`config.mk`:
```
export PLATFORM = sky130hd
export DESIGN_NAME = dbg_cmd_proc
export DESIGN_NICKNAME = d
export VERILOG_FILES = /design/src/rtl/dbg_cmd_pkg.sv /design/src/rtl/dbg_cmd_parser.sv /design/src/rtl/dbg_cmd_regs.sv /design/src/rtl/dbg_cmd_resp.sv /design/src/rtl/dbg_cmd_proc.sv
export SDC_FILE = /design/constraint.sdc
export NUM_CORES = 1
export LEC_CHECK = 0
export ABC_CLOCK_PERIOD_IN_PS = 2400
export BUFFER_PORTS_ARGS = -buffer_cell sky130_fd_sc_hd__buf_2
export CORE_MARGIN = 1
export CORE_UTILIZATION = 45
export CTS_CLUSTER_DIAMETER = 150
export DETAILED_ROUTE_END_ITERATION = 8
export HOLD_SLACK_MARGIN = 0.12
export PLACE_DENSITY_LB_ADDON = 0.12
export REMOVE_ABC_BUFFERS = 1
export SLEW_MARGIN = 40
export SYNTH_ARGS = -nofsm -noshare
export SYNTH_HDL_FRONTEND = slang
export SYNTH_SLANG_ARGS = --single-unit
```
`constraint.sdc`:
```
create_clock -name clk -period 2.4 [get_ports clk]
set_clock_uncertainty 0.2 [all_clocks]
set_input_delay 0.6 -clock clk [delete_from_list [all_inputs] [get_ports clk]]
set_output_delay 0.6 -clock clk [all_outputs]
set_load 0.1 [all_outputs]
```
`src/rtl/dbg_cmd_pkg.sv`:
```
package dbg_cmd_pkg;
  localparam int BYTE_W  = 8;
  localparam int WORD_W  = 2 * BYTE_W;
  localparam int DBG_BIT = BYTE_W - 1;
  localparam int LEFT_W  = 2;

  localparam logic [BYTE_W-1:0] OP_REV   = 8'h00;
  localparam logic [BYTE_W-1:0] OP_WCNT  = 8'h01;
  localparam logic [BYTE_W-1:0] OP_RSTAT = 8'h02;
  localparam logic [BYTE_W-1:0] OP_RCNT  = 8'h03;
  localparam logic [BYTE_W-1:0] OP_WCTL  = 8'h04;
  localparam logic [BYTE_W-1:0] OP_EXEC  = 8'h12;

  typedef enum logic [2:0] {
    PS_IDLE,
    PS_CNT_HI,
    PS_CNT_LO,
    PS_CTL,
    PS_SEND
  } pstate_e;

  typedef enum logic [1:0] {
    RS_REV,
    RS_STAT,
    RS_CNT
  } rsel_e;
endpackage

```
`src/rtl/dbg_cmd_parser.sv`:
```
module dbg_cmd_parser
  import dbg_cmd_pkg::*;
(
  input  logic              clk,
  input  logic              rst_n,
  input  logic              rx_valid,
  input  logic [BYTE_W-1:0] rx_data,
  output logic              rx_ready,
  input  logic              tx_done,
  output logic              resp_load,
  output rsel_e             resp_sel,
  output logic              hi_ld,
  output logic              cnt_wr,
  output logic              ctl_wr,
  output logic              exec_pulse
);
  pstate_e state_q, state_d;
  logic    exec_d;
  logic    rx_fire;

  assign rx_ready = (state_q != PS_SEND);
  assign rx_fire  = rx_valid && rx_ready;

  always_comb begin
    state_d   = state_q;
    resp_load = 1'b0;
    resp_sel  = RS_REV;
    hi_ld     = 1'b0;
    cnt_wr    = 1'b0;
    ctl_wr    = 1'b0;
    exec_d    = 1'b0;
    unique case (state_q)
      PS_IDLE: begin
        if (rx_fire) begin
          case (rx_data)
            OP_REV:   begin resp_load = 1'b1; resp_sel = RS_REV;  state_d = PS_SEND; end
            OP_RSTAT: begin resp_load = 1'b1; resp_sel = RS_STAT; state_d = PS_SEND; end
            OP_RCNT:  begin resp_load = 1'b1; resp_sel = RS_CNT;  state_d = PS_SEND; end
            OP_WCNT:  state_d = PS_CNT_HI;
            OP_WCTL:  state_d = PS_CTL;
            OP_EXEC:  exec_d  = 1'b1;
            default:  state_d = PS_IDLE;
          endcase
        end
      end
      PS_CNT_HI: if (rx_fire) begin hi_ld  = 1'b1; state_d = PS_CNT_LO; end
      PS_CNT_LO: if (rx_fire) begin cnt_wr = 1'b1; state_d = PS_IDLE;   end
      PS_CTL:    if (rx_fire) begin ctl_wr = 1'b1; state_d = PS_IDLE;   end
      PS_SEND:   if (tx_done) state_d = PS_IDLE;
      default:   state_d = PS_IDLE;
    endcase
  end

  always_ff @(posedge clk or negedge rst_n) begin
    if (!rst_n) begin
      state_q    <= PS_IDLE;
      exec_pulse <= 1'b0;
    end else begin
      state_q    <= state_d;
      exec_pulse <= exec_d;
    end
  end
endmodule

```
`src/rtl/dbg_cmd_regs.sv`:
```
module dbg_cmd_regs
  import dbg_cmd_pkg::*;
(
  input  logic              clk,
  input  logic              rst_n,
  input  logic [BYTE_W-1:0] wr_data,
  input  logic              hi_ld,
  input  logic              cnt_wr,
  input  logic              ctl_wr,
  input  logic              dbg_active,
  input  logic              rd_protect,
  input  logic [BYTE_W-1:0] stat_in,
  output logic [BYTE_W-1:0] ctl_q,
  output logic [WORD_W-1:0] cnt_q,
  output logic [BYTE_W-1:0] stat_q
);
  logic [BYTE_W-1:0] hi_q, ctl_d;
  logic              cnt_en;

  // The debug-mode bit sticks while the strap is set
  always_comb begin
    ctl_d = wr_data;
    if (rd_protect && ctl_q[DBG_BIT]) ctl_d[DBG_BIT] = 1'b1;
  end

  assign cnt_en = cnt_wr && dbg_active;

  always_ff @(posedge clk or negedge rst_n) begin
    if (!rst_n) begin
      hi_q   <= '0;
      ctl_q  <= '0;
      cnt_q  <= '0;
      stat_q <= '0;
    end else begin
      stat_q <= stat_in;
      if (hi_ld)  hi_q  <= wr_data;
      if (ctl_wr) ctl_q <= ctl_d;
      if (cnt_en) cnt_q <= {hi_q, wr_data};
    end
  end
endmodule

```
`src/rtl/dbg_cmd_resp.sv`:
```
module dbg_cmd_resp
  import dbg_cmd_pkg::*;
#(
  parameter logic [WORD_W-1:0] REV_VALUE = 16'h0102
) (
  input  logic              clk,
  input  logic              rst_n,
  input  logic              resp_load,
  input  rsel_e             resp_sel,
  input  logic              dbg_active,
  input  logic [BYTE_W-1:0] stat_q,
  input  logic [WORD_W-1:0] cnt_q,
  input  logic              tx_ready,
  output logic              tx_valid,
  output logic [BYTE_W-1:0] tx_data,
  output logic              tx_done
);
  logic [WORD_W-1:0] sh_q, sh_d, word;
  logic [LEFT_W-1:0] left_q, left_d, len;
  logic              tx_fire;

  always_comb begin
    unique case (resp_sel)
      RS_STAT: begin word = {stat_q, {BYTE_W{1'b0}}}; len = 2'd1; end
      RS_CNT:  begin word = dbg_active ? ~cnt_q : {WORD_W{1'b1}}; len = 2'd2; end
      default: begin word = REV_VALUE; len = 2'd2; end
    endcase
  end

  assign tx_valid = (left_q != '0);
  assign tx_data  = sh_q[WORD_W-1 -: BYTE_W];
  assign tx_fire  = tx_valid && tx_ready;
  assign tx_done  = tx_fire && (left_q == 2'd1);

  always_comb begin
    sh_d   = sh_q;
    left_d = left_q;
    if (resp_load) begin
      sh_d   = word;
      left_d = len;
    end else if (tx_fire) begin
      sh_d   = sh_q << BYTE_W;
      left_d = left_q - 2'd1;
    end
  end

  always_ff @(posedge clk or negedge rst_n) begin
    if (!rst_n) begin
      sh_q   <= '0;
      left_q <= '0;
    end else begin
      sh_q   <= sh_d;
      left_q <= left_d;
    end
  end
endmodule

```
`src/rtl/dbg_cmd_proc.sv`:
```
module dbg_cmd_proc
  import dbg_cmd_pkg::*;
#(
  parameter logic [15:0] REV_VALUE = 16'h0102
) (
  input  logic        clk,
  input  logic        rst_n,
  input  logic        rx_valid,
  output logic        rx_ready,
  input  logic [7:0]  rx_data,
  output logic        tx_valid,
  input  logic        tx_ready,
  output logic [7:0]  tx_data,
  input  logic        dbg_active,
  input  logic        rd_protect,
  input  logic [7:0]  stat_in,
  output logic [7:0]  ctl_q,
  output logic [15:0] cnt_q,
  output logic        exec_pulse
);
  logic [1:0] rs_q;
  logic       rst_sn;
  logic       tx_done, resp_load, hi_ld, cnt_wr, ctl_wr;
  rsel_e      resp_sel;
  logic [BYTE_W-1:0] stat_q;

  // Reset asserts at once and leaves two edges later
  always_ff @(posedge clk or negedge rst_n) begin
    if (!rst_n) rs_q <= '0;
    else        rs_q <= {rs_q[0], 1'b1};
  end
  assign rst_sn = rs_q[1];

  dbg_cmd_parser u_parser (
    .clk(clk), .rst_n(rst_sn), .rx_valid(rx_valid), .rx_data(rx_data),
    .rx_ready(rx_ready), .tx_done(tx_done), .resp_load(resp_load),
    .resp_sel(resp_sel), .hi_ld(hi_ld), .cnt_wr(cnt_wr), .ctl_wr(ctl_wr),
    .exec_pulse(exec_pulse)
  );

  dbg_cmd_regs u_regs (
    .clk(clk), .rst_n(rst_sn), .wr_data(rx_data), .hi_ld(hi_ld),
    .cnt_wr(cnt_wr), .ctl_wr(ctl_wr), .dbg_active(dbg_active),
    .rd_protect(rd_protect), .stat_in(stat_in), .ctl_q(ctl_q),
    .cnt_q(cnt_q), .stat_q(stat_q)
  );

  dbg_cmd_resp #(.REV_VALUE(REV_VALUE)) u_resp (
    .clk(clk), .rst_n(rst_sn), .resp_load(resp_load), .resp_sel(resp_sel),
    .dbg_active(dbg_active), .stat_q(stat_q), .cnt_q(cnt_q),
    .tx_ready(tx_ready), .tx_valid(tx_valid), .tx_data(tx_data),
    .tx_done(tx_done)
  );
endmodule

```
== After elaboration in Yosys (flattened, before gate mapping) ==
Index checks and enable logic that the tools add are counted.

* Bits in registers: 64
* Bits of input ports: 22
* Logic and storage cells: 68
* Output and inout bits: 35

* Add/sub/neg operators: 1
* Reduce and logical (&&, ||, !) cells: 12
* Equal/unequal tests: 18
* Bitwise logic cells: 1
* Muxes and demuxes: 27

{| class="wikitable"
|+ Operators with widths
! operator !! number
|-
| $mux W16 || 3
|-
| $pmux W16 S2 || 1
|-
| $pmux W3 S4 || 2
|-
| $eq A8 B2 Y1 const B || 2
|-
| $not A16 Y16 || 1
|-
| $mux W3 || 4
|-
| $mux W1 || 11
|-
| $mux W2 || 5
|-
| $eq A8 B1 Y1 const B || 1
|-
| $eq A8 B3 Y1 const B || 1
|-
| $eq A8 B5 Y1 const B || 1
|-
| $logic_not A8 Y1 || 1
|-
| $eq A3 B2 Y1 const B || 2
|-
| $ne A2 B1 Y1 const B || 3
|-
| $logic_and A1 B1 Y1 || 5
|-
| $reduce_and A5 Y1 || 1
|-
| $eq A2 B1 Y1 const B || 2
|-
| $ne A2 B2 Y1 const B || 2
|-
| $pmux W2 S2 || 1
|-
| $reduce_bool A2 Y1 || 2
|-
| $eq A3 B1 Y1 const B || 1
|-
| $eq A3 B3 Y1 const B || 1
|-
| $logic_not A3 Y1 || 1
|-
| $ne A3 B3 Y1 const B || 1
|-
| 4 further kinds || 4
|}

== Longest topological paths before layout ==
Gate-level depths: netlist (run 1).

* Word-level depth: 7
* Gate-level depth with buffers: 10
* Mapped depth without buffers: 8

== Modules after synthesis ==
A second synthesis (run 1) with hierarchy kept.

* Cell total of the unflattened synthesis: 228
* Area total of the unflattened synthesis: 2,865.2 um^2

{| class="wikitable"
|+ By module, submodules not included
! module !! area each (um^2) !! cells an instance !! instances !! seq. area each (um^2)
|-
| dbg_cmd_regs || 1,430.1 || 77 || 1 || 1,001.0
|-
| dbg_cmd_resp || 1,074.8 || 111 || 1 || 450.4
|-
| dbg_cmd_parser || 306.5 || 37 || 1 || 100.1
|-
| dbg_cmd_proc || 53.8 || 3 || 1 || 50.0
|}

== Worst setup path before layout (run 1) ==
Ideal clock, no wire load.

* Path type: input -> register
* Start point: input port rx_data[3]
* End point: register u_resp.sh_q[0]
* Required time: 2,117 ps
* Setup slack: -425 ps
* Setup time: 83 ps
* Buffers on the path: 1
* Data arrival time: 2,542 ps
* Stages on the path: 9
* Cell sequence: nor4_4 -> nand3b_1 -> nor3b_1 -> and3_1 -> ha_1 -> clkbuf_1 -> nor2b_1 -> nand2_1 -> o21ai_0

* Longest elaborated chain between the ends: 7
* Elaborated cells between the ends (all ways): 15
* Classes of those cells: eq/ne: 4; mux: 8; reduce/logical: 3

{| class="wikitable"
|+ Ends and longest elaborated chain
! element !! line !! RTL
|-
| from (decl) || dbg_cmd_proc.sv:10 || <nowiki>input logic [7:0] rx_data,</nowiki>
|-
| $eq A8 B2 Y1 || dbg_cmd_parser.sv:35 || <nowiki>case (rx_data)</nowiki>
|-
| $pmux W2 S2 || dbg_cmd_parser.sv:35 ||
|-
| $mux W2 || dbg_cmd_parser.sv:34 || <nowiki>if (rx_fire) begin</nowiki>
|-
| $mux W2 || dbg_cmd_parser.sv:32 || <nowiki>unique case (state_q)</nowiki>
|-
| $eq A2 B2 Y1 or $eq A2 B1 Y1 (tied branches) || dbg_cmd_resp.sv:23 || <nowiki>unique case (resp_sel)</nowiki>
|-
| $pmux W16 S2 || dbg_cmd_resp.sv:23 ||
|-
| $mux W16 || dbg_cmd_resp.sv:38 || <nowiki>if (resp_load) begin</nowiki>
|-
| to (signal assigned) || dbg_cmd_resp.sv:49 || <nowiki>sh_q <= '0;</nowiki>
|-
| to (signal assigned) || dbg_cmd_resp.sv:52 || <nowiki>sh_q <= sh_d;</nowiki>
|-
| to (decl) || dbg_cmd_resp.sv:18 || <nowiki>logic [WORD_W-1:0] sh_q, sh_d, word;</nowiki>
|}

Parallel ways exist; a longest one is shown, timed or not.
A chain may end at the register's enable or synchronous reset.

== Worst setup path in the final report (run 1) ==
* Start point: input port rx_data[6]
* End point: register u_resp.sh_q[13]

The elaborated chain is that of the path after synthesis.

==> reports/metrics.csv, run 1 <==
metric,value,unit
CP max-delay cell,nor4_4,
Die ar.,0.00680,sq mm
Worst Path Buf+Inv,3,
worst-path cell chain,"buf_2, nor4_4, nand3b_1, nor3b_2, buf_4, nand2_1, ha_1, buf_4, a22oi_1, nor3_2, a21o_1",
Worst-Skew Late Latency,0.35,ns
Hold Slack,0.138,ns
routability cong.,0.852,
ant diodes,0,
main area contributors after synthesis,"dfrtp_1, mux2_2, nand2_1",
worst reg2reg startpoint,u_parser.state_q[1],
Least-Margin Pin Slew,0.557,ns
period utilization,0.962,
CP max FO,5,
setup_tns,0,ns
TritonCTS Buffers,9,
Chip Height,82.4,um
synth cell count leaders,"dfrtp_1, mux2_2, nand2_1, o21ai_0, nand3_1",
post-layout minimum cycle time,2.31,ns
Root Driver,clkbuf_8,
share of the synthesized area in the top cell type,0.550,
clk slew on worst S/H paths,0.08,ns
critical path's top delay family,simple AND/OR/NAND/NOR gates,
layout cell share with drive strength beyond 1,0.477,
row cnt,28,
peak supply drop,0.000536,V
WS Path Type,input pin to register,
fin. max-slew vios,0,
critical path's largest stage delay,0.31,ns
Power Dens Cells,730,mW/mm^2
post-synthesis cell type count,40,
placed instance count,382,
Clock Tree Buf Depth,2,
1st-pass router iterations,6,
Routed WL per cell,15.3,um
hpwl dp,4410,um
Final Hold Violating Endpoints,0,
Die X,82.4,um
Crit. Startpoint,rx_data[6],
Worst path most repeated cell,buf_4,
cell taking the most area after synthesis,dfrtp_1,
Post-Syn Area,0.00291,sq mm
initial antenna violation count,0,
Residual DRC,0,
worst rel slew slack,0.629,
Final Total Pwr,2.67,mW
max_cap viols,0,
Worst setup EP type,register,
core outline area,0.00610,sq mm
clock sinks,64,
Via density,5.14,
area grow syn2layout,25.5,%
gr usage total,0.205,
status,finished clean,
Syn Inst Count,245,
Antenna Violating Nets Remaining,0,
starting density of the core,0.478,
via total after detailed routing,2057,
metal2 WL,2860,um
I/O Buffers,56,
Worst Path Required,2.44,ns
CTS tree,built,
H-tree depth,3,
M1 WL,2960,um
Pleak,1.87,nW
first-pass GRT wire length,9840,um
post-synthesis sequential area ratio,0.550,
Mapped Avg Cell Area,11.9,sq um
gr ovfl total,0,
number of synthesized flops with an enable pin,0,
nets@finish,346,
most frequent cell after synthesis,dfrtp_1,
vias in the first global route,1853,
DR iter-0 viols,63,
register bit total from synthesis,64,
WL met3,247,um
fmax,433,MHz
CP arrival,2.35,ns
Worst setup SP type,input pin,
final non-filler cell total,400,
pin count of the biggest net entering global routing,63,
Async SR Flop Fraction,1.00,
# setup viols final,0,
Hold Crit Class,register to async pin,
Ys Warns,0,
io pins,57,
Synth Flop Type,dfrtp_1,
Detailed Route WL,6130,um
highest routed metal layer,met4,
per-layer routing:
metal,GRT usage,vias to the layer above
li1,-,1000
met1,0.284,1007
met2,0.294,46
met3,0.0725,4
met4,0.0737,0
met5,0,-
cell type report:
| type | count | area [sq um] |
|---|---|---|
| repair buffers | 87 | 544 |
| flip-flops and latches | 64 | 1600 |
| clock inverters | 7 | 71.3 |
| clock buffers | 9 | 124 |
| inverters | 7 | 26.3 |
| multi-input cells | 151 | 1190 |
| fillers | 536 | 2440 |
| well taps | 75 | 93.8 |
worst reg2reg max path: cells and delay by family, from the launching register on:
kind | cells | cell delay [ns]
AOI/OAI and AO/OA | 2 | 0.35
adders and majority gates | 1 | 0.23
buffers and inverters | 2 | 0.31
DFF | 1 | 0.38
and+or+nand+nor | 5 | 0.61
power by group:
group / total [mW] / leakage [nW] / internal [mW] / switching, mW
clock network: 0.916 / 0.103 / 0.480 / 0.436
logic: 0.564 / 0.904 / 0.169 / 0.395
registers: 1.19 / 0.861 / 1.14 / 0.0421
total: 2.67 / 1.87 / 1.79 / 0.873
sequential cells by signal, summed over array words and instances, names as in the netlist:
signal,flops
u_regs.stat_q,8
u_regs.cnt_q,16
u_parser.exec_pulse,1
u_resp.sh_q,16
u_resp.left_q,2
u_regs.hi_q,8
rs_q,2
u_parser.state_q,3
u_regs.ctl_q,8
final timing paths:
kind | endpoint | slack, ns | cells after the start
worst max-delay path | u_resp.sh_q[13] | 0.09 | 11
worst min-delay path | u_regs.cnt_q[3] | 0.14 | 1
worst max register to register | u_resp.sh_q[13] | 0.23 | 10
worst min register to register | u_regs.cnt_q[3] | 0.14 | 1
max in group asynchronous | u_resp.left_q[1] | 1.46 | 1
min in group clk | u_regs.stat_q[3] | 0.16 | 1
logic make-up after synthesis:
group,after synthesis,share of synthesized area
multiplexers,39,0.150
adder cells (fa/ha/maj),4,0.0172
XOR/XNOR,2,0.00602
other,1,0.00129
flip-flops,64,0.550
AO/OA/AOI/OAI,37,0.0902
AND/OR/NAND/NOR,68,0.130
buffers and inverters,30,0.0546
metrics by stage:
| stage | util | area, sq um | setup slack [ns] |
|---|---|---|---|
| 6_report | 0.600 | 3650 | 0.0919 |
| 4_1_cts | 0.591 | 3600 | 0.0363 |
| 5_1_grt | 0.600 | 3650 | -0.0466 |
| 2_1_floorplan | - | 2780 | -0.326 |
| 3_3_place_gp | 0.557 | 3400 | -0.288 |
| 3_5_place_dp | 0.557 | 3400 | -0.328 |
timing repair:
item,CTS,global route
buffers inserted,0,1
hold buffers,1,0
hold endpoints to repair,2,0
gates resized for setup,0,15
endpoints found under the setup margin,0,16
cell usage in the layout (no fill, tap or decap), types with 2 or more instances in the layout:
cell       n
inv_1      7
o21ai_1    5
a21oi_1    5
xnor2_1    2
nor3_2     2
ha_1       3
nand2_1   27
clkinv_4   2
buf_12     2
nor4bb_1   2
nand3_1   11
clkinv_2   3
a21o_1     7
dfrtp_1   63
a22oi_2    2
clkbuf_8   9
nor3_1     5
nor2b_1    2
o211ai_1   2
o21ai_0    6
buf_4     27
a22oi_1    5
buf_2     56
nor2_1     5
mux2_2    38
nor4_4     2
nand2b_1   2
(Power assumes the default switching activity.)
==> run 2, diff against run 1 <==
Settings changed: CTS_CLUSTER_SIZE set to 8, PLACE_DENSITY set to 0.67, PLACE_DENSITY_LB_ADDON 0.12 to unset.
==> reports/metrics.csv, run 2 (synthesis gave the netlist of run 1 again) <==
metric,value,unit
Routed WL per cell,15.7,um
WS Path Type,input pin to register,
Antenna Violating Nets Remaining,0,
1st-pass router iterations,4,
vias in the first global route,2005,
Least-Margin Pin Slew,0.572,ns
Chip Height,82.4,um
TritonCTS Buffers,9,
I/O Buffers,56,
pin count of the biggest net entering global routing,63,
row cnt,28,
ant diodes,0,
nets@finish,344,
Worst setup EP type,register,
Die ar.,0.00680,sq mm
CP max FO,8,
worst-path cell chain,"buf_2, nor4_4, nand3b_1, nor3b_2, buf_4, and2_1, ha_4, buf_12, a2111oi_4, a21oi_1",
Post-Place Setup Slack,-0.344,ns
Final Hold Violating Endpoints,0,
starting density of the core,0.478,
Worst Path Buf+Inv,3,
critical path's top delay family,simple AND/OR/NAND/NOR gates,
critical path's largest stage delay,0.31,ns
area grow syn2layout,26.2,%
RSZ-0062 raised after global routing,yes,
layout cell share with drive strength beyond 1,0.467,
Worst-Skew Late Latency,0.35,ns
# setup viols final,0,
fill count,521,
Residual DRC,0,
Die X,82.4,um
Final WS setup,0.0754,ns
clock sinks,64,
via total after detailed routing,2075,
Hold Slack,0.147,ns
Via density,5.21,
clk slew on worst S/H paths,0.08,ns
io pins,57,
initial antenna violation count,0,
largest registers,"u_regs.cnt_q (16), u_resp.sh_q (16)",
fmax,430,MHz
Detailed Route WL,6270,um
Pleak,1.87,nW
CP arrival,2.33,ns
Root Driver,clkbuf_8,
first-pass GRT wire length,10000,um
gr ovfl total,0,
H-tree depth,3,
Worst Path Required,2.40,ns
CP max-delay cell,nor4_4,
period utilization,0.969,
Clock Tree Buf Depth,2,
status,finished clean,
DR iter-0 viols,118,
gr usage total,0.205,
routability cong.,0.904,
worst rel slew slack,0.618,
fin. max-slew vios,0,
fin util,0.603,
max_cap viols,0,
most frequent cells in the layout,"dfrtp_1, buf_2, mux2_2, nand2_1, buf_4",
hpwl dp,4390,um
Hold Crit Class,register to async pin,
Worst setup SP type,input pin,
post-layout minimum cycle time,2.32,ns
peak supply drop,0.000475,V
core outline area,0.00610,sq mm
"most common cell after layout, fill and taps aside",dfrtp_1,
Power Dens Cells,759,mW/mm^2
CTS tree,built,
-- run 2: what timing repair did --
item,in CTS,in global routing
buffers inserted,0,2
gates resized for setup,0,13
hold endpoints to repair,2,0
endpoints found under the setup margin,0,17
hold buffers,1,0
-- run 2: worst paths after layout --
path	start	to	slack (ns)	depth (start not counted)
min in group clk	stat_in[0]	u_regs.stat_q[0]	0.15	1
min reg2reg	rs_q[1]	u_regs.cnt_q[5]	0.15	1
max	rx_data[6]	u_resp.sh_q[8]	0.08	10
max in group asynchronous	rs_q[1]	u_resp.sh_q[1]	1.43	1
max reg2reg	u_parser.state_q[1]	u_resp.sh_q[8]	0.21	9
min	rs_q[1]	u_regs.cnt_q[5]	0.15	1
-- run 2: area by class of cell --
class	instances	area [sq um]	share of cell area
well taps	75	93.8	0.0255
inverters	7	26.3	0.00715
multi-input cells	151	1190	0.325
clock inverters	7	104	0.0283
clock buffers	9	124	0.0337
repair buffers	85	529	0.144
flip-flops and latches	64	1600	0.436
-- run 2: through the flow --
stage	cell area, sq um	power (mW)	cells	TNS (ns)
finish	3670	2.79	398	0
floorplan	2780	1.61	222	-3.83
global route	3670	2.91	398	-0.835
global placement	3370	1.75	379	-4.35
detailed placement	3370	1.75	379	-4.98
CTS	3610	2.81	396	0
-- run 2: per-layer routing --
| layer | track usage | vias to the layer above | share of wire |
|---|---|---|---|
| met3 | 0.0560 | 8 | 0.049 |
| met4 | 0.0807 | 0 | 0.016 |
| li1 | - | 1004 | - |
| met5 | 0 | - | 0 |
| met2 | 0.313 | 51 | 0.47 |
| met1 | 0.275 | 1012 | 0.46 |
-- run 2: where the power goes --
group	leakage, nW	total, mW	internal, mW	switching [mW]
combinational	0.897	0.551	0.157	0.394
sequential	0.861	1.18	1.14	0.0406
clock	0.114	1.05	0.595	0.458
